==> src/rtl/sb_pkg.sv <==
`timescale 1ns/1ps
package sb_pkg;
    localparam int unsigned SB_LANES  = 4;
    localparam int unsigned SB_LANE_W = 8;
    localparam int unsigned SB_WORD_W = SB_LANES * SB_LANE_W;

    function automatic logic all_lanes(input logic [SB_LANES-1:0] m);
        return &m;
    endfunction
endpackage

==> src/rtl/sb_lane_merge.sv <==
`timescale 1ns/1ps
module sb_lane_merge #(
    parameter int unsigned LANES  = 4,
    parameter int unsigned LANE_W = 8,
    localparam int unsigned W     = LANES * LANE_W
) (
    input  logic [W-1:0]     old_data,
    input  logic [LANES-1:0] old_mask,
    input  logic [W-1:0]     new_data,
    input  logic [LANES-1:0] new_mask,
    output logic [W-1:0]     out_data,
    output logic [LANES-1:0] out_mask
);
    for (genvar g = 0; g < LANES; g++) begin : g_lane
        assign out_data[g*LANE_W +: LANE_W] =
            new_mask[g] ? new_data[g*LANE_W +: LANE_W] :
            old_mask[g] ? old_data[g*LANE_W +: LANE_W] : '0;
        assign out_mask[g] = old_mask[g] | new_mask[g];
    end
endmodule

==> src/rtl/sb_admit.sv <==
`timescale 1ns/1ps
module sb_admit (
    input  logic st_valid,
    input  logic blocked,
    input  logic tail_match,
    input  logic full,
    input  logic single,
    output logic st_ready,
    output logic do_merge,
    output logic do_push,
    output logic hold_head
);
    logic accept;
    always_comb begin
        st_ready  = !blocked && (tail_match || !full);
        accept    = st_valid && st_ready;
        do_merge  = accept && tail_match;
        do_push   = accept && !tail_match;
        hold_head = do_merge && single;
    end
endmodule

==> src/rtl/store_coalesce_buf.sv <==
`timescale 1ns/1ps
module store_coalesce_buf #(
    parameter int unsigned ADDR_W = 30,
    parameter int unsigned DEPTH  = 4
) (
    input  logic                          clk,
    input  logic                          rst_n,
    input  logic                          st_valid,
    output logic                          st_ready,
    input  logic [ADDR_W-1:0]             st_addr,
    input  logic [sb_pkg::SB_WORD_W-1:0]  st_data,
    input  logic [sb_pkg::SB_LANES-1:0]   st_be,
    input  logic                          flush,
    output logic                          cm_valid,
    input  logic                          cm_ready,
    output logic [ADDR_W-1:0]             cm_addr,
    output logic [sb_pkg::SB_WORD_W-1:0]  cm_data,
    output logic [sb_pkg::SB_LANES-1:0]   cm_mask,
    output logic                          cm_full,
    output logic                          empty
);
    import sb_pkg::*;

    localparam int unsigned PTR_W = (DEPTH > 1) ? $clog2(DEPTH) : 1;
    localparam int unsigned CNT_W = $clog2(DEPTH + 1);

    typedef struct packed {
        logic [ADDR_W-1:0]    addr;
        logic [SB_WORD_W-1:0] data;
        logic [SB_LANES-1:0]  mask;
    } slot_t;

    typedef struct packed {
        slot_t [DEPTH-1:0] slot;
        logic [PTR_W-1:0]  head;
        logic [PTR_W-1:0]  tail;
        logic [CNT_W-1:0]  count;
        logic              drain;
    } state_t;

    state_t s_q, s_d;

    function automatic logic [PTR_W-1:0] nxt(input logic [PTR_W-1:0] p);
        return (p == PTR_W'(DEPTH - 1)) ? '0 : p + 1'b1;
    endfunction

    slot_t                young_q, old_q;
    logic                 nonempty, full, single, tail_match, blocked;
    logic                 do_merge, do_push, hold_head, pop;
    logic [SB_WORD_W-1:0] mg_data, fr_data;
    logic [SB_LANES-1:0]  mg_mask, fr_mask;

    always_comb begin
        young_q    = s_q.slot[s_q.tail];
        old_q      = s_q.slot[s_q.head];
        nonempty   = (s_q.count != '0);
        full       = (s_q.count == CNT_W'(DEPTH));
        single     = (s_q.count == CNT_W'(1));
        tail_match = nonempty && (young_q.addr == st_addr);
        blocked    = flush || s_q.drain;
    end

    sb_lane_merge #(.LANES(SB_LANES), .LANE_W(SB_LANE_W)) u_merge (
        .old_data (young_q.data),
        .old_mask (young_q.mask),
        .new_data (st_data),
        .new_mask (st_be),
        .out_data (mg_data),
        .out_mask (mg_mask)
    );

    sb_lane_merge #(.LANES(SB_LANES), .LANE_W(SB_LANE_W)) u_fresh (
        .old_data ('0),
        .old_mask ('0),
        .new_data (st_data),
        .new_mask (st_be),
        .out_data (fr_data),
        .out_mask (fr_mask)
    );

    sb_admit u_admit (
        .st_valid   (st_valid),
        .blocked    (blocked),
        .tail_match (tail_match),
        .full       (full),
        .single     (single),
        .st_ready   (st_ready),
        .do_merge   (do_merge),
        .do_push    (do_push),
        .hold_head  (hold_head)
    );

    always_comb begin
        cm_valid = nonempty && !hold_head;
        cm_addr  = old_q.addr;
        cm_data  = old_q.data;
        cm_mask  = old_q.mask;
        cm_full  = all_lanes(old_q.mask);
        empty    = !nonempty;
        pop      = cm_valid && cm_ready;
    end

    always_comb begin
        logic [PTR_W-1:0] wr_idx;
        s_d    = s_q;
        wr_idx = nxt(s_q.tail);
        if (pop) begin
            s_d.head = nxt(s_q.head);
        end
        if (do_merge) begin
            s_d.slot[s_q.tail].data = mg_data;
            s_d.slot[s_q.tail].mask = mg_mask;
        end
        if (do_push) begin
            s_d.slot[wr_idx].addr = st_addr;
            s_d.slot[wr_idx].data = fr_data;
            s_d.slot[wr_idx].mask = fr_mask;
            s_d.tail              = wr_idx;
        end
        s_d.count = s_q.count + CNT_W'(do_push) - CNT_W'(pop);
        s_d.drain = (s_q.drain || flush) && (s_d.count != '0);
    end

    always_ff @(posedge clk) begin
        if (!rst_n) begin
            s_q       <= '0;
            s_q.tail  <= PTR_W'(DEPTH - 1);
        end else begin
            s_q <= s_d;
        end
    end

    assert_no_overflow_R7: assert property (@(posedge clk) disable iff (!rst_n)
        s_q.count <= CNT_W'(DEPTH));

    assert_empty_quiet_R10: assert property (@(posedge clk) disable iff (!rst_n)
        empty |-> !cm_valid);

    assert_last_commit_empties_R10: assert property (@(posedge clk) disable iff (!rst_n)
        (single && cm_valid && cm_ready && !(st_valid && st_ready)) |=> empty);

    assert_flush_blocks_R9: assert property (@(posedge clk) disable iff (!rst_n)
        flush |=> (empty || !st_ready));

    assert_head_hold_R6: assert property (@(posedge clk) disable iff (!rst_n)
        (cm_valid && !cm_ready && s_q.count > CNT_W'(1)) |=>
        (cm_valid && $stable(cm_addr) && $stable(cm_data) && $stable(cm_mask)));

    assert_no_commit_on_merge_R8: assert property (@(posedge clk) disable iff (!rst_n)
        (st_valid && st_ready && single && st_addr == cm_addr) |-> !cm_valid);
endmodule

==> config.mk <==
export PLATFORM = sky130hd
export DESIGN_NAME = store_coalesce_buf
export DESIGN_NICKNAME = d
export VERILOG_FILES = /design/src/rtl/sb_pkg.sv /design/src/rtl/sb_lane_merge.sv /design/src/rtl/sb_admit.sv /design/src/rtl/store_coalesce_buf.sv
export SDC_FILE = /design/constraint.sdc
export NUM_CORES = 1
export LEC_CHECK = 0
export BUFFER_PORTS_ARGS = -buffer_cell sky130_fd_sc_hd__buf_4
export CAP_MARGIN = 5
export CORE_MARGIN = 2
export CORE_UTILIZATION = 41
export CTS_CLUSTER_DIAMETER = 120
export DETAILED_ROUTE_END_ITERATION = 10
export PLACE_DENSITY = 0.58
export SLEW_MARGIN = 15
export SYNTH_ARGS = -nofsm -noshare
export SYNTH_HDL_FRONTEND = slang
export SYNTH_SLANG_ARGS = --single-unit
==> constraint.sdc <==
create_clock -name clk -period 5.5 [get_ports clk]
set_input_delay 1.1 -clock clk [delete_from_list [all_inputs] [get_ports clk]]
set_output_delay 1.1 -clock clk [all_outputs]
set_load 0.02 [all_outputs]
Word-level counts from Yosys, hierarchy flattened
Index checks and enable logic that the tools add are counted.
W data, S select, Z words.
{"block": "totals", "elab_cells": 90, "inputBits": 71, "ff_bits": 272}
{"block": "classes", "reduce_logical": 21, "eq_ne": 5, "magnitude_cmp": 5, "bitwise": 4, "add_sub_neg": 4, "mux": 35}
{"op": "$bwmux W264", "n": 5}
{"op": "$demux W66 S2", "n": 5}
{"op": "$mux W264", "n": 2}
{"op": "$bmux W66 S2", "n": 2}
{"op": "$mux W66", "n": 3}
{"op": "$mux W8", "n": 12}
{"op": "$mux W36", "n": 2}
{"op": "$eq A30 B30 Y1", "n": 1}
{"op": "$logic_and A1 B1 Y1", "n": 11}
{"op": "$lt A2 B3 Y1 const B", "n": 3}
{"op": "$mux W4", "n": 2}
{"op": "$reduce_bool A3 Y1", "n": 2}
{"op": "$logic_not A1 Y1", "n": 5}
{"op": "$add A2 B1 Y2 const B", "n": 2}
{"op": "$eq A2 B2 Y1 const B", "n": 2}
{"op": "$ge A2 B1 Y1 const B", "n": 2}
{"op": "$mux W2", "n": 2}
{"op": "$or A1 B1 Y1", "n": 4}
{"op": "$reduce_and A4 Y1", "n": 1}
{"op": "$add A3 B1 Y3", "n": 1}
{"op": "$eq A3 B1 Y1 const B", "n": 1}
{"op": "$eq A3 B3 Y1 const B", "n": 1}
{"op": "$sub A3 B1 Y3", "n": 1}
{"op": "$logic_or A1 B1 Y1", "n": 2}

Longest topological paths before layout
{"block": "logic_depth", "word_depth": 15, "depth_mapped": 19}

By module
A second synthesis with hierarchy kept.
{"block": "unflattened", "cells_unflattened": 1747, "area_unflattened_um2": 16037.9}
{"module": "store_coalesce_buf", "seq_area_each_um2": 5445.2, "area_each_um2": 15132.0, "cells_each": 1628, "instances": 1}
{"module": "sb_lane_merge", "seq_area_each_um2": 0.0, "area_each_um2": 436.7, "cells_each": 57, "instances": 2}
{"module": "sb_admit", "seq_area_each_um2": 0.0, "area_each_um2": 32.5, "cells_each": 5, "instances": 1}

Worst setup path before layout
No wires, ideal clock.
{"block": "synth_timing", "kind": "in2reg", "from": "input port st_addr[24]", "to": "register s_q[0] (netlist name)", "path_stages": 15, "path_buffers": 1, "required_time_ps": 5382, "setup_time_ps": 118, "path_slack_ps": 1455, "t_arrival_ps": 3927, "path_cell_list": "clkbuf_1 > a32oi_1 > nand4_1 > nor4b_4 > and3_1 > a21boi_0 > o31a_1 > ha_1 > inv_1 > ha_1 > fa_1 > xor2_1 > xnor2_1 > nor3_1 > nor2_1"}
{"block": "synth_via", "elab_chain_len": 13, "word_cells_on_any_way": 16, "classes_between": "add/sub: 2; eq/ne: 1; reduce/logical: 13"}
{"element": "start, declared", "line": "store_coalesce_buf.sv:10", "rtl": "input logic [ADDR_W-1:0] st_addr,"}
{"element": "$eq A30 B30 Y1 (*)", "line": "store_coalesce_buf.sv:59", "rtl": "tail_match = nonempty && (young_q.addr == st_addr);"}
{"element": "$logic_and A1 B1 Y1 (*)", "line": "store_coalesce_buf.sv:59"}
{"element": "$logic_or A1 B1 Y1", "line": "sb_admit.sv:15", "rtl": "st_ready = !blocked && (tail_match || !full);"}
{"element": "$logic_and A1 B1 Y1", "line": "sb_admit.sv:15"}
{"element": "$logic_and A1 B1 Y1", "line": "sb_admit.sv:16", "rtl": "accept = st_valid && st_ready;"}
{"element": "$logic_and A1 B1 Y1 (*)", "line": "sb_admit.sv:17", "rtl": "do_merge = accept && tail_match;"}
{"element": "$logic_and A1 B1 Y1 (*)", "line": "sb_admit.sv:19", "rtl": "hold_head = do_merge && single;"}
{"element": "$logic_not A1 Y1 (*)", "line": "store_coalesce_buf.sv:94", "rtl": "cm_valid = nonempty && !hold_head;"}
{"element": "$logic_and A1 B1 Y1 (*)", "line": "store_coalesce_buf.sv:94"}
{"element": "$logic_and A1 B1 Y1 (*)", "line": "store_coalesce_buf.sv:100", "rtl": "pop = cm_valid && cm_ready;"}
{"element": "named net pop", "line": "store_coalesce_buf.sv:49", "rtl": "logic do_merge, do_push, hold_head, pop;"}
{"element": "$sub A3 B1 Y3 (*)", "line": "store_coalesce_buf.sv:120", "rtl": "s_d.count = s_q.count + CNT_W'(do_push) - CNT_W'(pop);"}
{"element": "$reduce_bool A3 Y1 (*)", "line": "store_coalesce_buf.sv:121", "rtl": "s_d.drain = (s_q.drain || flush) && (s_d.count != '0);"}
{"element": "$logic_and A1 B1 Y1 (*)", "line": "store_coalesce_buf.sv:121"}
{"element": "end, declared", "line": "store_coalesce_buf.sv:41", "rtl": "state_t s_q, s_d;"}
Mark *: on every way through the listed nets, which the timed path passes. The rest lies on a longest branch.
A chain may end at the register's enable or synchronous reset.

Worst setup path in the final report
{"block": "layout_timing", "from": "register s_q[5] (netlist name)", "to": "output port st_ready"}
{"block": "layout_via", "elab_chain_len": 6}
{"element": "$bmux W66 S2", "line": "store_coalesce_buf.sv:54", "rtl": "young_q = s_q.slot[s_q.tail];"}
{"element": "$mux W66 (implied by the code)", "line": "store_coalesce_buf.sv:54"}
{"element": "$eq A30 B30 Y1", "line": "store_coalesce_buf.sv:59"}
{"element": "$logic_and A1 B1 Y1", "line": "store_coalesce_buf.sv:59"}
{"element": "$logic_or A1 B1 Y1", "line": "sb_admit.sv:15"}
{"element": "$logic_and A1 B1 Y1", "line": "sb_admit.sv:15"}
{"element": "end, declared", "line": "store_coalesce_buf.sv:9", "rtl": "output logic st_ready,"}
No other way between the ends. The select of a mux whose other input is x is not followed.

==> out/metrics.csv <==
metric,value,unit
reg2reg start,s_q[5]$_SDFFE_PN1N_,
CP Max Fanout,33,
Routed Antenna Nets,0,
Hold WS,0.464,ns
flop-to-flop setup slack,0.80,ns
Synthesized Nets,1572,
total CTS buffers,31,
die area,38000,sq um
synth-to-layout area growth,15.0,%
first-pass GRT wire length,72.6,mm
crit path launch,s_q[5]$_SDFFE_PN1N_,
maximum VDD drop,0.250,mV
Worst-path clk slew,0.06,ns
# rows,69,
global route total overflow,0,
Pre-Repair DR Iteration Count,5,
"Req. time, crit path",4.40,ns
Clock Latency Late Sink,0.58,ns
WL per Instance,23.0,um
CP arrival,4.08,ns
Final Skew,0.0192,ns
Die X,195,um
Synth Instances,1490,
Yosys reg bits,272,
power per cell area,321,nW/um^2
Initial DRC Count,762,
initial antenna violation count,2,
CTS sink count,272,
Vias,11990,
worst-case clock buffer depth,3,
layout cells sized above 1,23.0,%
vias in the first global route,12373,
Final period util,94.2,%
core area,35700,sq um
diodes inserted,0,
final wirelength,46.9,mm
max reg flops,272,
Synth Cell Area,14900,sq um
type of the worst setup path,reg2out,
H-tree depth,1,
CTS root buffer,clkbuf_16,
"commonest non-fill, non-tap cell in the layout",nand2_1,
post-route minimum period,5.18,ns
TNS Setup,0,ns
total setup buffers inserted after CTS,0,
max frequency,0.193,GHz
RD Place Congestion,0.816,
CP startpoint kind,flop,
R2R depth,15,
yosys warns,0,
Resized Gates After CTS,0,
Hold Crit Endpoint,s_q[117]$_SDFFE_PN0P_,
outcome,"finished, final reports clean",
biggest regs,s_q: 272 flops,
Initial Util,41.8,%
Post-Synth Simple-Gate Area,10.5,%
final count of hold timing violations,0,
CP peak stage delay,0.75,ns
hold path startpoint,s_q[117]$_SDFFE_PN0P_,
vias per inst,5.89,
nature of the critical path endpoint,primary output,
IO Pins,141,
RSZ-0062 raised after global routing,no,
Max-cap violations,0,
Buf/Inv on CP,1,
CP top delay family,simple AND/OR/NAND/NOR gates,
worst min-delay path class,reg2reg,
gr usage total,24.4,%
hpwl dp,26.8,mm
fin. max-slew vios,0,
Reg with most FFs,s_q,
CTS tree,built,
sequential cell area fraction in the yosys report,36.5,%
Static Leakage,0.00703,uW
Synth Area in Compound Gates,14.9,%
most frequent cells in the layout,"nand2_1 (288), dfxtp_1 (268), mux2i_1 (172)",
Slew Limit Headroom,29.0,%
cts hold-fix bufs,0,
"Distinct cells, synth",48,
main combinational cell family by area after synthesis,multiplexers,
post-synthesis average cell area,10.0,sq um
I/O Buffers,140,
adder and majority cell fraction of the synthesized area,0.972,%
CP Cell Sequence,"mux4_2, xnor2_1, nand4_1, nor4b_4, and2_1, nand2_1, a211oi_1, buf_4",
Die Height,195,um
Synth Area in XOR/XNOR,1.82,%
largest net degree at the start of global routing,106,
post-synthesis mux area share,29.8,%
slew of the pin with the lowest slew margin,1.07,ns
setup violators final,0,
number of remaining DRC errors,0,
RR Endpoint,s_q[0]$_SDFF_PN0_,
Nets,1633,
slowest CP cell,dfxtp_4,
WHS Path Cells,2,
[metal layers]
layer / part of all wire [%] / track usage, %
met2: 48 / 41.8
met3: 7.0 / 4.27
met4: 2.3 / 6.70
met1: 42 / 31.7
met5: 0.034 / 0
[where the power goes]
group | switching [uW] | leakage, uW | internal [uW]
sequential | 219 | 0.00220 | 2060
combinational | 622 | 0.00432 | 510
clock | 869 | 0.000508 | 1230
total | 1710 | 0.00703 | 3800
[cell families (layout without fill, tap and decap cells)]
family                   after synthesis  after routing
adder cells (fa/ha/maj)               11             11
buffers and inverters                179            263
AO/OA/AOI/OAI                        331            331
AND/OR/NAND/NOR                      372            372
flip-flops                           272            272
XOR/XNOR                              31             31
multiplexers                         294            294
[metrics by stage]
| step | instance area, sq um | total power [uW] | instances | utilization [%] | worst slack (ns) |
|---|---|---|---|---|---|
| after global routing | 17200 | 5730 | 2035 | 48.1 | 0.192 |
| after floorplan | 14900 | 3030 | 1490 | - | 1.46 |
| after detailed placement | 16200 | 3460 | 1979 | 45.2 | 0.852 |
| final | 17200 | 5510 | 2035 | 48.1 | 0.316 |
| after CTS | 17200 | 5570 | 2035 | 48.1 | 0.235 |
| after global placement | 16200 | 3450 | 1979 | 45.2 | 0.853 |
[worst max-delay path by stage]
stage | slack [ns] | end | cells after the start
5_1_grt | 0.19 | st_ready | 8
3_5_place_dp | 0.85 | st_ready | 8
6_report | 0.32 | st_ready | 8
4_1_cts | 0.24 | st_ready | 8
3_3_place_gp | 0.85 | s_q[0]$_SDFF_PN0_ | 15
2_1_floorplan | 1.46 | s_q[0]$_SDFF_PN0_ | 15
[Yosys cell counts (all sizes together)]
master	n	area (sq um)
xor2	10	87.6
o31ai	2	15.0
o31a	1	8.76
a31oi	1	6.26
o211a	1	10.0
a221oi	1	8.76
xnor2	21	184
a22oi	2	15.0
nor3	5	25.0
nor2	5	18.8
nand3	38	190
inv	42	158
nand2b	4	25.0
mux2	2	22.5
a211oi	1	7.51
or2	4	25.0
nor4	1	6.26
a21oi	3	15.0
nand2	291	1100
a32oi	2	17.5
nor3b	2	15.0
a21boi	126	946
o2111ai	1	8.76
o21ai	38	205
and3	5	31.3
and4	1	8.76
dfxtp	272	5450
nor4b	1	23.8
o22ai	145	907
or3	1	6.26
o211ai	3	22.5
and2	9	56.3
nand4	4	25.0
fa	1	20.0
mux4	120	2700
ha	10	125
clkbuf	56	210
nor2b	1	6.26
a22o	1	8.76
mux2i	172	1720
o221ai	3	26.3
buf	81	469
[cell type report]
type / count / area, sq um
sequential: 272 / 5460
inverter: 42 / 158
multi-input combinational: 1039 / 8720
clock inverter: 12 / 125
clock buffer: 44 / 905
tap: 461 / 577
fill: 3399 / 18600
timing repair buffer: 165 / 1240
[worst register-to-register path, cell delays in order (launching register included)]
cell and delay (ns):
dfxtp_4 0.75, mux4_2 0.60, xnor2_1 0.40, nand4_1 0.25
nor4b_4 0.47, and3_1 0.27, a21boi_0 0.12, o31a_1 0.31
ha_1 0.29, inv_1 0.04, ha_1 0.18, fa_1 0.40
xor2_1 0.18, xnor2_1 0.14, nor3_1 0.14, nor2_1 0.07
Note: power is estimated with default switching activity, not from simulation.
